### config.mk
export PLATFORM = sky130hd
export DESIGN_NAME = gpio_am_top
export DESIGN_NICKNAME = d
export VERILOG_FILES = /design/src/rtl/gpio_am_pkg.sv /design/src/rtl/gpio_am_decode.sv /design/src/rtl/gpio_am_sync.sv /design/src/rtl/gpio_am_regs.sv /design/src/rtl/gpio_am_top.sv
export SDC_FILE = /design/constraint.sdc
export NUM_CORES = 1
export LEC_CHECK = 0
export ABC_AREA = 1
export CAP_MARGIN = 5
export CORE_MARGIN = 2
export CORE_UTILIZATION = 30
export DETAILED_ROUTE_END_ITERATION = 8
export PLACE_DENSITY = 0.75
export RECOVER_POWER = 25
export SYNTH_ARGS = -nofsm -noshare
export SYNTH_HDL_FRONTEND = slang
export SYNTH_SLANG_ARGS = --single-unit
### constraint.sdc
create_clock -name pclk -period 3.33 [get_ports pclk]
set_clock_uncertainty 0.1 [all_clocks]
set_input_delay 0.4995 -clock pclk [delete_from_list [all_inputs] [get_ports pclk]]
set_output_delay 0.4995 -clock pclk [all_outputs]
set_load 0.03 [all_outputs]
### src/rtl/gpio_am_pkg.sv
package gpio_am_pkg;
  // Line count is fixed: the mask field in the address is exactly this wide.
  localparam int unsigned LINES    = 8;
  localparam int unsigned MASK_LSB = 2;
  localparam int unsigned MASK_MSB = MASK_LSB + LINES - 1;

  typedef logic [LINES-1:0] line_vec_t;

  typedef enum logic [1:0] {
    SEL_NONE = 2'd0,
    SEL_DATA = 2'd1,
    SEL_DIR  = 2'd2
  } reg_sel_e;
endpackage

### src/rtl/gpio_am_decode.sv
module gpio_am_decode
  import gpio_am_pkg::*;
#(
  parameter int unsigned ADDR_W = 12,
  parameter logic [ADDR_W-1:0] DIR_OFFSET = 12'h400
) (
  input  logic [ADDR_W-1:0] addr,
  output reg_sel_e          sel,
  output line_vec_t         mask
);
  localparam int unsigned HI_BITS = ADDR_W - MASK_MSB - 1;

  logic hi_zero;
  logic lo_zero;

  assign hi_zero = (addr[ADDR_W-1:MASK_MSB+1] == {HI_BITS{1'b0}});
  assign lo_zero = (addr[MASK_LSB-1:0] == {MASK_LSB{1'b0}});
  assign mask    = addr[MASK_MSB:MASK_LSB];

  always_comb begin
    if (hi_zero && lo_zero)       sel = SEL_DATA;
    else if (addr == DIR_OFFSET)  sel = SEL_DIR;
    else                          sel = SEL_NONE;
  end
endmodule

### src/rtl/gpio_am_sync.sv
module gpio_am_sync #(
  parameter int unsigned WIDTH  = 8,
  parameter int unsigned STAGES = 2
) (
  input  logic             clk,
  input  logic             rst_n,
  input  logic [WIDTH-1:0] d,
  output logic [WIDTH-1:0] q
);
  for (genvar b = 0; b < WIDTH; b++) begin : g_line
    logic [STAGES-1:0] chain;
    always_ff @(posedge clk or negedge rst_n) begin
      if (!rst_n) chain <= '0;
      else        chain <= {chain[STAGES-2:0], d[b]};
    end
    assign q[b] = chain[STAGES-1];
  end
endmodule

### src/rtl/gpio_am_regs.sv
module gpio_am_regs
  import gpio_am_pkg::*;
(
  input  logic      clk,
  input  logic      rst_n,
  input  logic      wr_en,
  input  reg_sel_e  sel,
  input  line_vec_t mask,
  input  line_vec_t wbyte,
  output line_vec_t dir_q,
  output line_vec_t out_q
);
  always_ff @(posedge clk or negedge rst_n) begin
    if (!rst_n) begin
      dir_q <= '0;
      out_q <= '0;
    end else if (wr_en) begin
      unique case (sel)
        SEL_DATA: out_q <= (out_q & ~mask) | (wbyte & mask);
        SEL_DIR:  dir_q <= wbyte;
        default:  ;
      endcase
    end
  end
endmodule

### src/rtl/gpio_am_top.sv
module gpio_am_top
  import gpio_am_pkg::*;
#(
  parameter int unsigned ADDR_W      = 12,
  parameter int unsigned DATA_W      = 32,
  parameter int unsigned SYNC_STAGES = 2
) (
  input  logic              pclk,
  input  logic              presetn,
  input  logic              psel,
  input  logic              penable,
  input  logic              pwrite,
  input  logic [ADDR_W-1:0] paddr,
  input  logic [DATA_W-1:0] pwdata,
  output logic [DATA_W-1:0] prdata,
  output logic              pready,
  output logic              pslverr,
  input  logic [7:0]        pin_in,
  output logic [7:0]        pin_out,
  output logic [7:0]        pin_oe
);
  localparam int unsigned PAD_W = DATA_W - LINES;

  reg_sel_e  sel;
  line_vec_t mask;
  line_vec_t dir_q;
  line_vec_t out_q;
  line_vec_t pin_sync;
  line_vec_t rd_byte;
  logic      wr_en;
  logic      unused_hi;

  assign unused_hi = ^pwdata[DATA_W-1:LINES];

  gpio_am_decode #(.ADDR_W(ADDR_W)) u_dec (
    .addr (paddr),
    .sel  (sel),
    .mask (mask)
  );

  gpio_am_sync #(.WIDTH(LINES), .STAGES(SYNC_STAGES)) u_sync (
    .clk   (pclk),
    .rst_n (presetn),
    .d     (pin_in),
    .q     (pin_sync)
  );

  assign wr_en = psel && penable && pwrite;

  gpio_am_regs u_regs (
    .clk   (pclk),
    .rst_n (presetn),
    .wr_en (wr_en),
    .sel   (sel),
    .mask  (mask),
    .wbyte (pwdata[LINES-1:0]),
    .dir_q (dir_q),
    .out_q (out_q)
  );

  always_comb begin
    rd_byte = '0;
    if (psel && !pwrite) begin
      unique case (sel)
        SEL_DATA: rd_byte = pin_sync & mask;
        SEL_DIR:  rd_byte = dir_q;
        default:  rd_byte = '0;
      endcase
    end
  end

  assign prdata  = {{PAD_W{1'b0}}, rd_byte};
  assign pready  = 1'b1;
  assign pslverr = 1'b0;
  assign pin_out = out_q;
  assign pin_oe  = dir_q;
endmodule

==> flow_metrics.tcl, run 1 <==
set metrics [dict create \
    synth_area_leaders "dfrtp_1 (51%), buf_4 (13%), nand2_1 (10%)" \
    num-nets-final 279 \
    layout-drive-gt1-share_pct 8.97 \
    dieWidth_um 76.3 \
    synth_top_area_share_pct 51.1 \
    synth_warnings 0 \
    avgViaCountPerCell 4.28 \
    grt-busiest-layer "met2" \
    initial_core_util_pct 30.9 \
    grt_max_degree 33 \
    power.density_mw_per_mm2 436 \
    slew_headroom_pct -13.2 \
    crit_arrival_ns 2.56 \
    numCtsBuffers 5 \
    via_count 1255 \
    place_hpwl_um 2700 \
    diodes 0 \
    gr-total-overflow 0 \
    finalHoldViolations 0 \
    synthAdderAreaFrac_pct 0 \
    max-vdd-ir-drop_uv 241 \
    leakage_uw 0.00102 \
    seqPwrFrac_pct 42.7 \
    wirelength_um 3580 \
    cts-root-buf "clkbuf_8" \
    ios 107 \
    cts_tree "yes" \
    core_area_mm2 0.00507 \
    tightest_slew_ns 1.70 \
    cell_internal_pwr_uw 724 \
    total_power_uw 968 \
    clk_latency_ns 0.27 \
    crit_fanout 17 \
    p_switching_uw 244 \
    synth_top_family_by_area "simple AND/OR/NAND/NOR gates" \
    synth_area_per_cell_um2 9.68 \
    synth_xor_area_share_pct 0 \
    clkPwrFrac_pct 41.6 \
    route.detailed.drc 0 \
    wire_per_inst_um 12.2 \
    dr.first_iter.drc_count 73 \
    fin_crit_sh_pct 94.8 \
    grtUsageMet2_pct 21.2 \
    maxSlewViolCount 33 \
    hold_buffers 0 \
    seq_area_frac_synth_pct 51.1 \
    ant_nets 0 \
    grtUsageTotal_pct 13.5 \
    path_clk_slew_ns 0.07 \
    p_sw_share_pct 25.2 \
    synth_compound_gate_area_share_pct 2.55 \
    worstSetupPathType "in -> out" \
    yosys.cell_types.count 17 \
    io_buffers 56 \
    die-area_mm2 0.00582 \
    die_h_um 76.3 \
    grt_use_met1_pct 17.0 \
    fin_setup_tns_ns 0 \
    use_met3_pct 4.62 \
    cts.path.max_buffers 2 \
    grt_pass1_vias 1263 \
    post_cts_buffers 0 \
    antenna_found_initial 0 \
    yosys.area.top_type "dfrtp_1" \
    cts.sinks 32 \
    cts_resized 0 \
    grt_pass1_wl_um 6150 \
    hp-class "reg -> reg" \
    synthSimpleGateAreaFrac_pct 31.0 \
    fin_crit_ns 3.16 \
    violations "capacitance limit, slew limit" \
    netlist_area_mm2 0.00157 \
    area_delta_synth_final_pct 41.7 \
    synthMuxAreaShare_pct 0 \
    place.gp.congestion 0.756 \
    final.fill_count 511 \
    setup_viol 0 \
    drv_cap 1 \
    ys_ff_latch 32 \
    rows 26 \
    synth_cells 162 \
    drt_pass1_iterations 4 \
    regArea_um2 801 \
    multi_input_area_um2 624 \
    fmax_mhz 317 \
    status "complete, but fails checks" \
    rsz0062_at_grt "no" \
    worstSetupEndpointType "output pin" \
    cts.htree.levels 2 \
    start_kind "input pin" \
    power_frac_comb_pct 15.7 \
    crit_required_ns 2.73 \
]
==> layout make-up <==
cell class              count  area share, %
repair buffers             58           25.7
well taps                  70           3.94
clock inverters             1           1.35
flip-flops and latches     32           36.0
clock buffers               7           4.34
inverters                   3          0.507
multi-input cells         122           28.1
==> synth_stat cells (all sizes together) <==
| master | number |
|---|---|
| or2 | 1 |
| inv | 2 |
| nor2 | 8 |
| a21oi | 8 |
| clkinv | 1 |
| nand3 | 18 |
| buf | 29 |
| nand2 | 45 |
| nand4 | 16 |
| conb | 2 |
| dfrtp | 32 |
==> worst max-delay path, cell delays in order <==
cell             delay (ns)
clkdlybuf4s50_1        0.49
nor2_1                 0.24
nand2_4                0.09
nor2_8                 0.24
nand3_1                0.13
a21oi_1                0.15
clkdlybuf4s50_1        0.71
==> logic make-up (layout without fill, tap and decap cells) <==
| group | Yosys count | count (layout) |
|---|---|---|
| simple gates | 88 | 88 |
| flops | 32 | 32 |
| other cells | 2 | 26 |
| buf+inv | 32 | 69 |
| compound gates | 8 | 8 |
==> placed cells by master, fill, tap and decap left out, drive strengths merged <==
cell type / count
dlygate4sd3: 9
nand4: 16
nand2: 45
clkinv: 1
inv: 2
or2: 1
clkdlybuf4s50: 47
clkbuf: 8
conb: 26
bufinv: 1
nand3: 18
nor2: 8
a21oi: 8
dfrtp: 32
buf: 1
==> power by group through the flow <==
stage / Combinational, uW / Clock [uW] / Sequential [uW]
floorplan: 84.9 / 0 / 436
global placement: 154 / 0 / 420
detailed placement: 155 / 0 / 421
CTS: 155 / 412 / 413
global route: 163 / 432 / 415
finish: 152 / 403 / 413
==> metrics by stage <==
step | cell area (um2) | hold slack [ns] | cells | setup slack, ns | util, %
after global routing | 2220 | 0.251 | 293 | 0.0167 | 43.8
final | 2220 | 0.242 | 293 | 0.172 | 43.8
after global placement | 2100 | 0.231 | 285 | 0.184 | 41.4
after floorplan | 1660 | 0.104 | 186 | 1.11 | -
after detailed placement | 2100 | 0.235 | 285 | 0.167 | 41.4
after CTS | 2230 | 0.248 | 293 | 0.161 | 43.9
==> layer usage <==
layer / share of wire, % / up-vias
met2: 47 / 60
met1: 44 / 577
met3: 6.6 / 9
met4: 2.1 / 0
li1: - / 609
met5: 0 / -
==> final timing paths <==
path / to / depth (start not counted) / slack, ns / startpoint
worst max-delay path: prdata[2] / 7 / 0.17 / paddr[3]
worst min-delay path: u_sync.g_line[1].chain[1] / 0 / 0.24 / u_sync.g_line[1].chain[0]
worst max register to register: u_regs.dir_q[5] / 2 / 2.59 / u_regs.dir_q[5]
worst min register to register: u_sync.g_line[1].chain[1] / 0 / 0.24 / u_sync.g_line[1].chain[0]
max in group asynchronous: u_regs.dir_q[4] / 2 / 1.05 / presetn
min in group asynchronous: async pin / 2 / 1.09 / presetn
Power figures use the tool's default switching activity.
==> run 2: changes to the inputs <==
CELL_PAD_IN_SITES_DETAIL_PLACEMENT = 1   (was default)
CELL_PAD_IN_SITES_GLOBAL_PLACEMENT = 1   (was default)
CORE_UTILIZATION = 26   (was 30)
GPL_ROUTABILITY_DRIVEN = 0   (was default)
PLACE_DENSITY = 0.89   (was 0.75)
==> run 2 against run 1 <==
The flow still finishes with violations (capacitance limit, slew limit). Critical path type unchanged. Clock power shrank 23%. Worst setup slack lost 0.038 ns. Worst hold slack gained 0.0077 ns. Global-route usage grew 0.64 points. Sequential share of layout area grew 0.33 points. Count of clock-buffer cells in the layout grew 1. Sequential power is essentially flat.
==> flow_metrics.tcl, run 2 (same netlist as run 1, synthesis figures left out) <==
set metrics [dict create \
    crit_arrival_ns 2.60 \
    drv_cap 1 \
    die_h_um 81.7 \
    crit_path_top_delay_cell "clkdlybuf4s50_1" \
    crit_path_frequent_cell "clkdlybuf4s50_1" \
    cts_tree "yes" \
    wirelength_um 4360 \
    fmax_mhz 313 \
    seqPwrFrac_pct 46.9 \
    holdPathEnd "u_sync.g_line[5].chain[1]" \
    via_count 1283 \
    avgViaCountPerCell 4.29 \
    initial_core_util_pct 26.6 \
    area_delta_synth_final_pct 40.5 \
    die-area_mm2 0.00667 \
    regToRegStartpoint "u_regs.dir_q[4]" \
    gr-total-overflow 0 \
    route.detailed.drc 0 \
    crit_chain "clkdlybuf4s50_1 -> nor2_1 -> nand2_4 -> nor2_8 -> nand3_1 -> a21oi_1 -> clkdlybuf4s50_1" \
    crit_required_ns 2.73 \
    finalHoldViolations 0 \
    grt_pass1_vias 1308 \
    leakage_uw 0.00102 \
    io_buffers 56 \
    max-vdd-ir-drop_uv 170 \
    total_power_uw 880 \
    final.fill_count 680 \
    hold_buffers 0 \
    fin_crit_sh_pct 96.0 \
    maxSlewViolCount 33 \
    violations "capacitance limit, slew limit" \
    tightest_slew_ns 1.75 \
    setup_viol 0 \
    cts.path.max_buffers 2 \
    regToRegSetupSlack_ns 2.58 \
    layout-drive-gt1-share_pct 8.48 \
    cell_internal_pwr_uw 629 \
    hold_depth 0 \
    layout_commonest_cell "clkdlybuf4s50_1" \
    grt_max_degree 33 \
    core_area_mm2 0.00589 \
    fin_setup_tns_ns 0 \
    p_switching_uw 251 \
    numCtsBuffers 5 \
    crit_fanout 17 \
    power.density_mw_per_mm2 400 \
    fin_crit_ns 3.20 \
    hp-start "u_sync.g_line[5].chain[0]" \
    power_frac_comb_pct 17.7 \
    grt_pass1_wl_um 6790 \
    ios 107 \
    num-nets-final 280 \
    dr.first_iter.drc_count 41 \
    worstSetupPathType "in -> out" \
    ff2ff_path_depth 2 \
    rows 28 \
    cts-root-buf "clkbuf_8" \
    antenna_found_initial 0 \
    grtUsageTotal_pct 14.1 \
    slew_headroom_pct -16.8 \
    final_cell_mix "clkdlybuf4s50_1 (46), nand2_1 (43), dfrtp_1 (32)" \
    dieWidth_um 81.7 \
    max_stage_delay_ns 0.69 \
    start_kind "input pin" \
    path_clk_slew_ns 0.06 \
    clk_latency_ns 0.29 \
    rsz0062_at_grt "no" \
    ant_nets 0 \
    p_sw_share_pct 28.5 \
    cts.sinks 32 \
    diodes 0 \
    clkPwrFrac_pct 35.4 \
    cts.htree.levels 2 \
    drt_pass1_iterations 2 \
    status "complete, but fails checks" \
    wire_per_inst_um 14.6 \
    worstSetupEndpointType "output pin" \
    rr_endpoint "u_regs.dir_q[4]" \
    hp-class "reg -> reg" \
    place_hpwl_um 3160 \
]
==> run 2: stage by stage <==
step | instances | util (%) | setup WS [ns] | cell area, um2 | hold WS [ns]
2_1_floorplan | 186 | - | 1.11 | 1660 | 0.104
3_3_place_gp | 291 | 35.9 | 0.167 | 2110 | 0.235
3_5_place_dp | 291 | 35.9 | 0.0931 | 2110 | 0.236
4_1_cts | 299 | 37.4 | 0.0896 | 2200 | 0.251
5_1_grt | 299 | 37.4 | 0.000434 | 2200 | 0.254
6_report | 299 | 37.4 | 0.134 | 2200 | 0.249
==> run 2: cell type report <==
type	instances	area (um2)	share of cell area [%]
multi-input cells	122	624	28.4
clock buffers	8	90.1	4.09
inverters	3	11.3	0.511
flip-flops and latches	32	801	36.4
repair buffers	59	582	26.4
well taps	75	93.8	4.26
==> run 2: repair_timing <==
action / CTS / global route
gates resized for setup: 0 / 1
setup endpoints to repair: 0 / 1
buffers inserted: 0 / 0
hold endpoints to repair: 0 / 0
==> run 2: routing by layer <==
layer  vias up  part of all wire, %  track usage [%]
met2        46                   52             24.2
li1        608                    -                -
met3         7                  8.2             5.60
met1       622                   39             16.1
met4         0                  1.3             4.50
met5         -                    0                0
==> run 2: worst max path at each step <==
| stage | startpoint | to | slack [ns] | cells after the start |
|---|---|---|---|---|
| after global placement | paddr[3] | prdata[7] | 0.17 | 7 |
| final | paddr[3] | prdata[7] | 0.13 | 7 |
| after floorplan | paddr[9] | prdata[5] | 1.11 | 5 |
| after CTS | paddr[3] | prdata[7] | 0.09 | 7 |
| after global routing | paddr[3] | prdata[7] | 0.0004 | 7 |
| after detailed placement | paddr[3] | prdata[7] | 0.09 | 7 |
==> run 2: worst max-delay path: cells and delay by family <==
family,cells,cell delay (ns)
AOI/OAI and AO/OA,1,0.17
buffers and inverters,2,1.16
and+or+nand+nor,4,0.74
==> run 2: power groups by stage <==
stage          registers [uW]  clock network [uW]  logic (uW)
5_1_grt                   415                 338         168
3_3_place_gp              420                   0         157
6_report                  413                 312         155
2_1_floorplan             436                   0        84.9
3_5_place_dp              421                   0         160
4_1_cts                   413                 323         160
